File: src/rtl/mdm_pkg.sv
package mdm_pkg;
  typedef enum logic [2:0] {
    SEL_MODE = 3'd0,
    SEL_CMD  = 3'd1,
    SEL_ADDR = 3'd2,
    SEL_TXD  = 3'd3,
    SEL_RXD  = 3'd4,
    SEL_STAT = 3'd5
  } reg_sel_e;

  localparam int NOPRE_BIT = 8;
  localparam int CMD_SCAN  = 0;
  localparam int CMD_READ  = 1;
  localparam int CMD_WRITE = 2;
  localparam int ST_LINK   = 0;
  localparam int ST_BUSY   = 1;
  localparam int ST_INVAL  = 2;
  localparam int REG_FLD_LSB = 8;

  localparam logic [1:0] OPC_RD = 2'b10;
  localparam logic [1:0] OPC_WR = 2'b01;
endpackage

File: src/rtl/mdm_mdc_gen.sv
module mdm_mdc_gen #(
  parameter int DIV_W = 8
) (
  input  logic             clk,
  input  logic             rst,
  input  logic [DIV_W-1:0] div,
  output logic             mdc,
  output logic             rise_stb,
  output logic             fall_stb
);
  logic [DIV_W-1:0] half;
  logic [DIV_W-1:0] cnt;
  logic             tick;

  always_comb begin
    half     = (div < DIV_W'(2)) ? DIV_W'(1) : (div >> 1);
    tick     = (cnt >= half - DIV_W'(1));
    rise_stb = tick & ~mdc;
    fall_stb = tick & mdc;
  end

  always_ff @(posedge clk) begin
    if (rst) begin
      cnt <= '0;
      mdc <= 1'b0;
    end else if (tick) begin
      cnt <= '0;
      mdc <= ~mdc;
    end else begin
      cnt <= cnt + DIV_W'(1);
    end
  end
endmodule

File: src/rtl/mdm_engine.sv
module mdm_engine
  import mdm_pkg::*;
#(
  parameter int PRE_LEN = 32,
  parameter int ADDR_W  = 5,
  parameter int DATA_W  = 16
) (
  input  logic              clk,
  input  logic              rst,
  input  logic              start,
  input  logic              is_read,
  input  logic              no_pre,
  input  logic [ADDR_W-1:0] phy,
  input  logic [ADDR_W-1:0] regad,
  input  logic [DATA_W-1:0] wdata,
  input  logic              rise_stb,
  input  logic              fall_stb,
  input  logic              mdio_i,
  output logic              active,
  output logic              mdio_o,
  output logic              mdio_oe,
  output logic [DATA_W-1:0] rd_data
);
  localparam int HDR_W   = 4 + 2 * ADDR_W + 2;
  localparam int FRAME_W = HDR_W + DATA_W;
  localparam int TOT_W   = PRE_LEN + FRAME_W;
  localparam int CNT_W   = $clog2(TOT_W + 1);

  logic [FRAME_W-1:0] frame;
  logic [TOT_W-1:0]   load_val;
  logic [TOT_W-1:0]   shift;
  logic [CNT_W-1:0]   bits_left;
  logic [DATA_W-1:0]  rx_shift;
  logic               rd_mode;

  always_comb begin
    frame = {2'b01, (is_read ? OPC_RD : OPC_WR), phy, regad, 2'b10,
             (is_read ? DATA_W'(0) : wdata)};
    load_val = no_pre ? {frame, {PRE_LEN{1'b0}}} : {{PRE_LEN{1'b1}}, frame};
  end

  always_ff @(posedge clk) begin
    if (rst) begin
      active    <= 1'b0;
      shift     <= '0;
      bits_left <= '0;
      rx_shift  <= '0;
      rd_mode   <= 1'b0;
      mdio_o    <= 1'b0;
      mdio_oe   <= 1'b0;
      rd_data   <= '0;
    end else if (!active) begin
      if (start) begin
        active    <= 1'b1;
        shift     <= load_val;
        bits_left <= no_pre ? CNT_W'(FRAME_W) : CNT_W'(TOT_W);
        rd_mode   <= is_read;
        rx_shift  <= '0;
      end
    end else begin
      if (fall_stb && bits_left != '0) begin
        mdio_o    <= shift[TOT_W-1];
        shift     <= shift << 1;
        mdio_oe   <= !(rd_mode && bits_left <= CNT_W'(DATA_W + 2));
        bits_left <= bits_left - CNT_W'(1);
      end
      if (rise_stb && rd_mode && bits_left < CNT_W'(DATA_W))
        rx_shift <= {rx_shift[DATA_W-2:0], mdio_i};
      if (rise_stb && bits_left == '0) begin
        active  <= 1'b0;
        mdio_oe <= 1'b0;
        if (rd_mode)
          rd_data <= {rx_shift[DATA_W-2:0], mdio_i};
      end
    end
  end
endmodule

File: src/rtl/mdm_regs.sv
module mdm_regs
  import mdm_pkg::*;
#(
  parameter int DIV_W  = 8,
  parameter int ADDR_W = 5,
  parameter int DATA_W = 16,
  parameter int REG_W  = 32
) (
  input  logic              clk,
  input  logic              rst,
  input  logic [2:0]        reg_sel,
  input  logic              reg_we,
  input  logic [REG_W-1:0]  reg_wdata,
  output logic [REG_W-1:0]  reg_rdata,
  input  logic              eng_active,
  input  logic [DATA_W-1:0] rx_word,
  output logic [DIV_W-1:0]  div,
  output logic              no_pre,
  output logic [ADDR_W-1:0] phy,
  output logic [ADDR_W-1:0] regad,
  output logic [DATA_W-1:0] txd,
  output logic              start,
  output logic              start_is_read
);
  logic [2:0]       cmd_q;
  logic [2:0]       cmd_prev;
  logic [2:0]       cmd_rise;
  logic [2:0]       status;
  logic [REG_W-1:0] rd_mux;

  always_comb begin
    cmd_rise      = cmd_q & ~cmd_prev;
    start         = (cmd_rise[CMD_READ] | cmd_rise[CMD_WRITE]) & ~eng_active;
    start_is_read = cmd_rise[CMD_READ];
    status            = '0;
    status[ST_LINK]   = 1'b0;
    status[ST_BUSY]   = eng_active | start | cmd_q[CMD_SCAN];
    status[ST_INVAL]  = cmd_q[CMD_SCAN];
  end

  always_ff @(posedge clk) begin
    if (rst) begin
      div      <= '0;
      no_pre   <= 1'b0;
      phy      <= '0;
      regad    <= '0;
      txd      <= '0;
      cmd_q    <= '0;
      cmd_prev <= '0;
    end else begin
      cmd_prev <= cmd_q;
      if (reg_we) begin
        case (reg_sel)
          SEL_MODE: begin
            div    <= {reg_wdata[DIV_W-1:1], 1'b0};
            no_pre <= reg_wdata[NOPRE_BIT];
          end
          SEL_CMD:  cmd_q <= reg_wdata[2:0];
          SEL_ADDR: begin
            phy   <= reg_wdata[ADDR_W-1:0];
            regad <= reg_wdata[REG_FLD_LSB +: ADDR_W];
          end
          SEL_TXD:  txd <= reg_wdata[DATA_W-1:0];
          default: ;
        endcase
      end
    end
  end

  always_comb begin
    rd_mux = '0;
    case (reg_sel)
      SEL_MODE: begin
        rd_mux[DIV_W-1:0]   = div;
        rd_mux[NOPRE_BIT]   = no_pre;
      end
      SEL_CMD:  rd_mux[2:0] = cmd_q;
      SEL_ADDR: begin
        rd_mux[ADDR_W-1:0]              = phy;
        rd_mux[REG_FLD_LSB +: ADDR_W]   = regad;
      end
      SEL_TXD:  rd_mux[DATA_W-1:0] = txd;
      SEL_RXD:  rd_mux[DATA_W-1:0] = rx_word;
      SEL_STAT: rd_mux[2:0] = status;
      default:  rd_mux = '0;
    endcase
  end

  always_ff @(posedge clk) begin
    if (rst) reg_rdata <= '0;
    else     reg_rdata <= rd_mux;
  end
endmodule

File: src/rtl/mgmt_serial_master.sv
module mgmt_serial_master #(
  parameter int DIV_W   = 8,
  parameter int PRE_LEN = 32,
  parameter int ADDR_W  = 5,
  parameter int DATA_W  = 16,
  parameter int REG_W   = 32
) (
  input  logic             clk,
  input  logic             rst,
  input  logic [2:0]       reg_sel,
  input  logic             reg_we,
  input  logic [REG_W-1:0] reg_wdata,
  output logic [REG_W-1:0] reg_rdata,
  output logic             mdc,
  output logic             mdio_o,
  output logic             mdio_oe,
  input  logic             mdio_i
);
  logic [DIV_W-1:0]  div;
  logic              no_pre;
  logic [ADDR_W-1:0] phy;
  logic [ADDR_W-1:0] regad;
  logic [DATA_W-1:0] txd;
  logic              start;
  logic              start_is_read;
  logic              eng_busy;
  logic [DATA_W-1:0] rx_word;
  logic              rise_stb;
  logic              fall_stb;

  mdm_regs #(
    .DIV_W(DIV_W), .ADDR_W(ADDR_W), .DATA_W(DATA_W), .REG_W(REG_W)
  ) u_regs (
    .clk(clk), .rst(rst),
    .reg_sel(reg_sel), .reg_we(reg_we), .reg_wdata(reg_wdata), .reg_rdata(reg_rdata),
    .eng_active(eng_busy), .rx_word(rx_word),
    .div(div), .no_pre(no_pre), .phy(phy), .regad(regad), .txd(txd),
    .start(start), .start_is_read(start_is_read)
  );

  mdm_mdc_gen #(.DIV_W(DIV_W)) u_clk (
    .clk(clk), .rst(rst), .div(div),
    .mdc(mdc), .rise_stb(rise_stb), .fall_stb(fall_stb)
  );

  mdm_engine #(
    .PRE_LEN(PRE_LEN), .ADDR_W(ADDR_W), .DATA_W(DATA_W)
  ) u_eng (
    .clk(clk), .rst(rst),
    .start(start), .is_read(start_is_read), .no_pre(no_pre),
    .phy(phy), .regad(regad), .wdata(txd),
    .rise_stb(rise_stb), .fall_stb(fall_stb), .mdio_i(mdio_i),
    .active(eng_busy), .mdio_o(mdio_o), .mdio_oe(mdio_oe), .rd_data(rx_word)
  );
endmodule

File: config.mk
export PLATFORM = sky130hd
export DESIGN_NAME = mgmt_serial_master
export DESIGN_NICKNAME = d
export VERILOG_FILES = /design/src/rtl/mdm_pkg.sv /design/src/rtl/mdm_mdc_gen.sv /design/src/rtl/mdm_engine.sv /design/src/rtl/mdm_regs.sv /design/src/rtl/mgmt_serial_master.sv
export SDC_FILE = /design/constraint.sdc
export NUM_CORES = 1
export LEC_CHECK = 0
export BUFFER_PORTS_ARGS = -buffer_cell sky130_fd_sc_hd__buf_4
export CAP_MARGIN = 20
export CELL_PAD_IN_SITES_DETAIL_PLACEMENT = 0
export CELL_PAD_IN_SITES_GLOBAL_PLACEMENT = 2
export CORE_ASPECT_RATIO = 1.1
export CORE_UTILIZATION = 35
export DETAILED_ROUTE_END_ITERATION = 7
export PLACE_DENSITY = 0.87
export RECOVER_POWER = 50
export SYNTH_ARGS = -nofsm -noshare
export SYNTH_HDL_FRONTEND = slang
export SYNTH_SLANG_ARGS = --single-unit
File: constraint.sdc
create_clock -name clk -period 8.4 [get_ports clk]
set_clock_uncertainty 0.2 [all_clocks]
set_input_delay 1.68 -clock clk [delete_from_list [all_inputs] [get_ports clk]]
set_output_delay 1.68 -clock clk [all_outputs]
set_load 0.05 [all_outputs]
## After elaboration in Yosys (flattened, before gate mapping)

Cells that the tools add are included.

- Bits in registers: 187
- Bits of input ports: 39
- Output and inout bits: 35
- Logic and storage cells: 90

- Add/subtract/negate cells: 3
- Order comparisons: 4
- Equal/unequal tests: 7
- Muxes and demuxes: 25
- Bitwise gates (word level): 10
- Reductions and logical operators: 22

Operator list:

| kind | count |
|---|---|
| 64-bit two-way mux | 4 |
| 15-bit two-way mux | 3 |
| 7-bit two-way mux | 5 |
| 3-bit case mux with 6 select lines | 1 |
| 2-bit AND reduction | 9 |
| 16-bit two-way mux | 1 |
| 4-bit case mux with 3 select lines | 1 |
| 3-bit case mux with 3 select lines | 1 |
| 8-bit by 1-bit adder with 8-bit output, second input constant | 1 |
| 8-bit >= comparator | 1 |
| 8-bit by 2-bit less-than comparator with 1-bit output, second input constant | 1 |
| 2-bit case mux with 4 select lines | 1 |
| 8-bit by 1-bit subtractor with 8-bit output, second input constant | 1 |
| 7-bit by 5-bit less-or-equal comparator with 1-bit output, second input constant | 1 |
| 7-bit zero test | 1 |
| 7-bit by 5-bit less-than comparator with 1-bit output, second input constant | 1 |
| 7-bit nonzero test | 1 |
| 7-bit by 1-bit subtractor with 7-bit output, second input constant | 1 |
| 3-bit by 2-bit == test with 1-bit output, second input constant | 2 |
| 3-bit == test, second input constant | 2 |
| 3-bit case mux with 2 select lines | 1 |
| 1-bit logical AND | 5 |
| 1-bit two-way mux | 5 |
| 2-bit != test, second input constant | 2 |
| other kinds (13) | 19 |

## Logic depth before layout (Yosys ltp)

- Depth after elaboration: 9
- Depth in mapped cells: 15
- Depth with buffers taken out: 11

## Modules after synthesis

Synthesis repeated with hierarchy kept, for this count alone.

- Cells, all modules: 850
- Area, all modules: 7928.9 µm²

By module, submodules not included:

| module | instances | cells an instance | area each (µm²) | seq. area each (µm²) |
|---|---|---|---|---|
| mdm_engine | 1 | 486 | 4753.3 | 2122.0 |
| mdm_regs | 1 | 282 | 2451.1 | 1101.1 |
| mdm_mdc_gen | 1 | 82 | 724.4 | 180.2 |

## Worst setup path after synthesis

OpenSTA, ideal clock, no wires.

- Kind: reg2reg
- From: register u_regs.div[4]
- To: register u_eng.rd_data[10]
- Setup time: 116 ps
- Data arrival time: 3037 ps
- Data required time: 8084 ps
- Setup slack: 5047 ps
- Stages on the path, launching flop included: 16
- Buffers on the path: 4
- Clock period less this slack: 3353 ps
- Cells stage by stage: dfxtp_1 > clkbuf_1 > nor4_1 > a21oi_1 > ha_1 > nor3b_1 > xnor2_1 > ha_1 > a41oi_1 > a21o_1 > o31a_1 > buf_6 > or2_1 > buf_4 > buf_6 > a31o_1

- Word-level cells in the longest chain between the ends: 7

Ends and longest elaborated chain:

| item | RTL line | text |
|---|---|---|
| start: declaration | mdm_regs.sv:17 | `output logic [DIV_W-1:0] div,` |
| start signal: assignment | mdm_regs.sv:55 | `div <= {reg_wdata[DIV_W-1:1], 1'b0};` |
| 8-bit by 2-bit less-than comparator with 1-bit output | mdm_mdc_gen.sv:16 | `half = (div < DIV_W'(2)) ? DIV_W'(1) : (div >> 1);` |
| 7-bit two-way mux (*) | mdm_mdc_gen.sv:16 |  |
| 8-bit by 1-bit subtractor with 8-bit output (*) | mdm_mdc_gen.sv:17 | `tick = (cnt >= half - DIV_W'(1));` |
| 8-bit >= comparator (*) | mdm_mdc_gen.sv:17 |  |
| 1-bit bitwise AND (*) | mdm_mdc_gen.sv:18 | `rise_stb = tick & ~mdc;` |
| 1-bit logical AND (*) | mdm_engine.sv:69 | `if (rise_stb && bits_left == '0) begin` |
| 3-bit AND reduction (no source line) (*) | n/a |  |
| end signal: assignment | mdm_engine.sv:73 | `rd_data <= {rx_shift[DATA_W-2:0], mdio_i};` |
| end: declaration | mdm_engine.sv:22 | `output logic [DATA_W-1:0] rd_data` |

Every way passes the cells marked *; elsewhere a longest branch is shown, timed or not.
A chain may end at the register's enable or synchronous reset.

## Final worst setup path

- From: input rst
- To: register u_clk.cnt[6]

- Word-level cells in the longest chain between the ends: 1

Ends and longest elaborated chain:

| item | RTL line | text |
|---|---|---|
| start: declaration | mgmt_serial_master.sv:9 | `input logic rst,` |
| 2-bit OR reduction (no source line) | n/a |  |
| end signal: assignment | mdm_mdc_gen.sv:30 | `cnt <= cnt + DIV_W'(1);` |
| end: declaration | mdm_mdc_gen.sv:12 | `logic [DIV_W-1:0] cnt;` |

No other way between the ends.

==> flow_summary.toml <==
[die]
dieHeight_microns = 161
floorplan.initialDensity_pct = 36.0
io_pins = 74
die_w_microns = 146
coreArea_sq_um = 22300
die_area_sq_um = 23500
fp-row-count = 57

[critical_path]
crit_path_max_incr_delay_ns = 1.67
path_max_fanout = 53
timing.critical_path.to_type = "register"
path_cells = "clkbuf_1, inv_1, clkbuf_1, nand2_1, nor2_1"
rr_worst_depth = 12
critPathMostFrequentCell = "clkbuf_1"
worst_ep_arrival_time_ns = 6.26
worst_setup_path_start_kind = "input pin"
path_class = "in2reg"
timing.critical_path.slowest_stage_cell = "clkbuf_1"
critical_path_rt_ns = 8.55

[sta]
finalHoldViolCount = 0
number_of_pins_exceeding_their_max_slew_limit_in_the_final_report = 221
layout_worst_path_cycle_share_pct = 72.7
max_slew.worst_pin.slew_ns = 3.73
max_slew_margin_pct = -149
total_setup_violations_reported_at_the_end_of_the_flow = 0
rsz0062_at_grt = "false"
achievable-frequency_mhz = 164
min_tclk_post_route_ns = 6.11
totalNegativeSetupSlack_ns = 0

[grt]
grt_busiest_layer = "met2"
grt_pass1_wl_microns = 35800
met3_routing_resource_usage_after_global_routing_pct = 3.47
first_global_vias = 6341
grt_antenna_before_repair = 0
grt_remaining_overflow = 0
grt_max_degree = 78
gr-usage-met1_pct = 27.3
global_route.usage.total_pct = 19.3
grt.met2_usage_pct = 29.5

[route]
drc = 0
drt-wirelength-per-cell_microns = 18.4
via_per_inst = 5.66
drtAntennaViolNets = 0
drt_iter0_drc = 444
route.final.wire_length_microns = 22100
routed-via-count = 6799
drt_pre_antenna_iters = 4

[synth]
synth_compound_gate_area_share_pct = 26.9
ys_seq_area_share_pct = 42.4
avgSynthCellArea_sq_um = 8.87
synth.cell_area_sq_um = 8030
yosys.area_share.adder_pct = 1.87
combinational_family_with_the_most_area_after_synthesis = "compound AO/OA/AOI/OAI gates"
synth-xor-area-share_pct = 1.09
synth_mux_area_share_pct = 4.52
synth_edf_count = 0
synth.ff_latch_count = 170
yosys-top-cells-area = "dfxtp_1 (42%), nand2_1 (5.3%), a21oi_1 (3.8%)"
most_common_cell_in_the_synthesized_netlist = "dfxtp_1"
ys_top_cells_by_count = "dfxtp_1 (170), nand2_1 (114), clkbuf_1 (63)"
netlist-cell-type-count = 73
synthCells = 905
synth.yosys.warnings = 0
ys_dominant_reg_cell = "dfxtp_1"
synthSimpleGateAreaFrac_pct = 16.3
synth_top_area_share_pct = 42.4
yosysTopAreaCell = "dfxtp_1"
async_flop_share_pct = 0

[cells_and_area]
layout_area_overhead_pct = 11.1
drive_above_1_share_pct = 10.5
multi_input_area_sq_um = 4110
final_nets = 945
register_area_sq_um = 3400
diodes = 0
utilization_after_layout_pct = 39.9
final.fill_count = 2254

[power]
peak_supply_drop_v = 0.000113
totalPowerFinal_mw = 1.91
static_leak_nw = 3.44
power_density_nw_per_um2 = 214

[clock_tree]
cts-root-to-sink-buffers = 2
tritoncts = "done"
htree_depth = 4
clock_sinks = 170
cts_resized = 0
cts_hold_buf = 0
clockRootBuffer = "clkbuf_16"
clkSlewWorstSetupHoldPaths_ns = 0.06
tritoncts.num_buffers = 17
cts_post_setup_buffers_inserted = 0
clock_insertion_delay_worst_skew_ns = 0.43

[placement]
gpl.final_weighted_congestion = 0.769
io_buffer_count = 41
dp_hpwl_microns = 13900

[status]
failed_checks = "capacitance limit, slew limit"
outcome = "finished, violations left"

[run]
max_cap_viol_count = 4

[min_path]
worstHoldPathCells = 2
min-delay-path-class = "reg2reg"
[per-layer routing]
metal,vias to the layer above,routed length (microns),share of wire [%]
met2,166,9900,45
met4,0,378,1.7
met3,20,904,4.1
li1,3279,-,-
met5,-,0,0
met1,3334,10900,49
[kinds of logic (layout without fill, tap and decap cells)]
group,Yosys count,after routing
adders and majority gates,12,12
and+or+nand+nor,283,283
xor gates and xnor gates,10,10
other,2,17
AOI/OAI and AO/OA,282,282
DFF,170,170
muxes,34,34
buffers and inverters,112,98
[where the power goes]
part | switching [mW] | internal, mW
sequential | 0.0195 | 0.830
clock | 0.333 | 0.556
combinational | 0.123 | 0.0514
total | 0.476 | 1.44
[area by class of cell]
class	instances	share of cell area (%)
timing repair buffer	55	3.70
clock inverter	12	2.48
multi-input combinational	638	46.1
tap	295	4.14
clock buffer	19	4.85
sequential	170	38.2
inverter	12	0.505
[worst max-delay path, delay by kind of cell]
family | cells | cell delay, ns
buffers and inverters | 3 | 3.74
and+or+nand+nor | 2 | 0.79
[worst paths after layout]
kind | startpoint | end | slack (ns)
worst max-delay path | rst | u_clk.cnt[6]$_SDFF_PP0_ | 2.29
worst min-delay path | u_eng.rx_shift[8]$_SDFFE_PP0P_ | u_eng.rx_shift[8]$_SDFFE_PP0P_ | 0.27
worst max register to register | u_regs.div[7]$_SDFFE_PP0P_ | u_eng.shift[30]$_SDFFE_PP0P_ | 2.47
worst min register to register | u_eng.rx_shift[8]$_SDFFE_PP0P_ | u_eng.rx_shift[8]$_SDFFE_PP0P_ | 0.27
[flip-flops by register name (all words and copies together), names as in the netlist]
signal            cells
u_eng.shift          64
u_eng.rd_data        16
u_regs.reg_rdata     16
u_regs.txd           16
u_eng.rx_shift       15
u_clk.cnt             8
u_eng.bits_left       7
u_regs.div            7
u_regs.phy            5
u_regs.regad          5
u_regs.cmd_q          3
u_regs.cmd_prev       2
u_clk.mdc             1
u_eng.active          1
u_eng.mdio_o          1
u_eng.mdio_oe         1
u_eng.rd_mode         1
u_regs.no_pre         1
[layout by cell type (no fill, tap or decap), drive strengths merged, types with 3 or more instances in the layout]
master,n
o41ai,17
clkinvlp,3
o221a,3
xor2,5
ha,12
mux2,8
bufinv,6
clkbuf,42
a311oi,11
o211a,28
mux2i,25
nand2,114
buf,32
a21oi,62
a211oi,17
nor2,61
a22oi,12
nor3,32
o2111ai,20
and2,3
nor2b,6
a32oi,16
nand2b,5
and3,19
a31o,17
or4,3
inv,12
o31ai,4
nor4,4
dfxtp,170
conb,17
clkinv,3
o21ai,52
xnor2,5
nand3,27
[through the flow]
step / std cells / setup slack [ns] / hold WS, ns / cell area [sq um]
CTS: 1200 / 3.81 / 0.271 / 9010
detailed placement: 1169 / 3.82 / 0.262 / 8350
global placement: 1169 / 3.83 / 0.255 / 8350
floorplan: 920 / 5.05 / 0.237 / 8080
finish: 1201 / 2.29 / 0.269 / 8920
global route: 1201 / 1.89 / 0.281 / 8920
No activity file was read; power rests on OpenSTA's default activity.
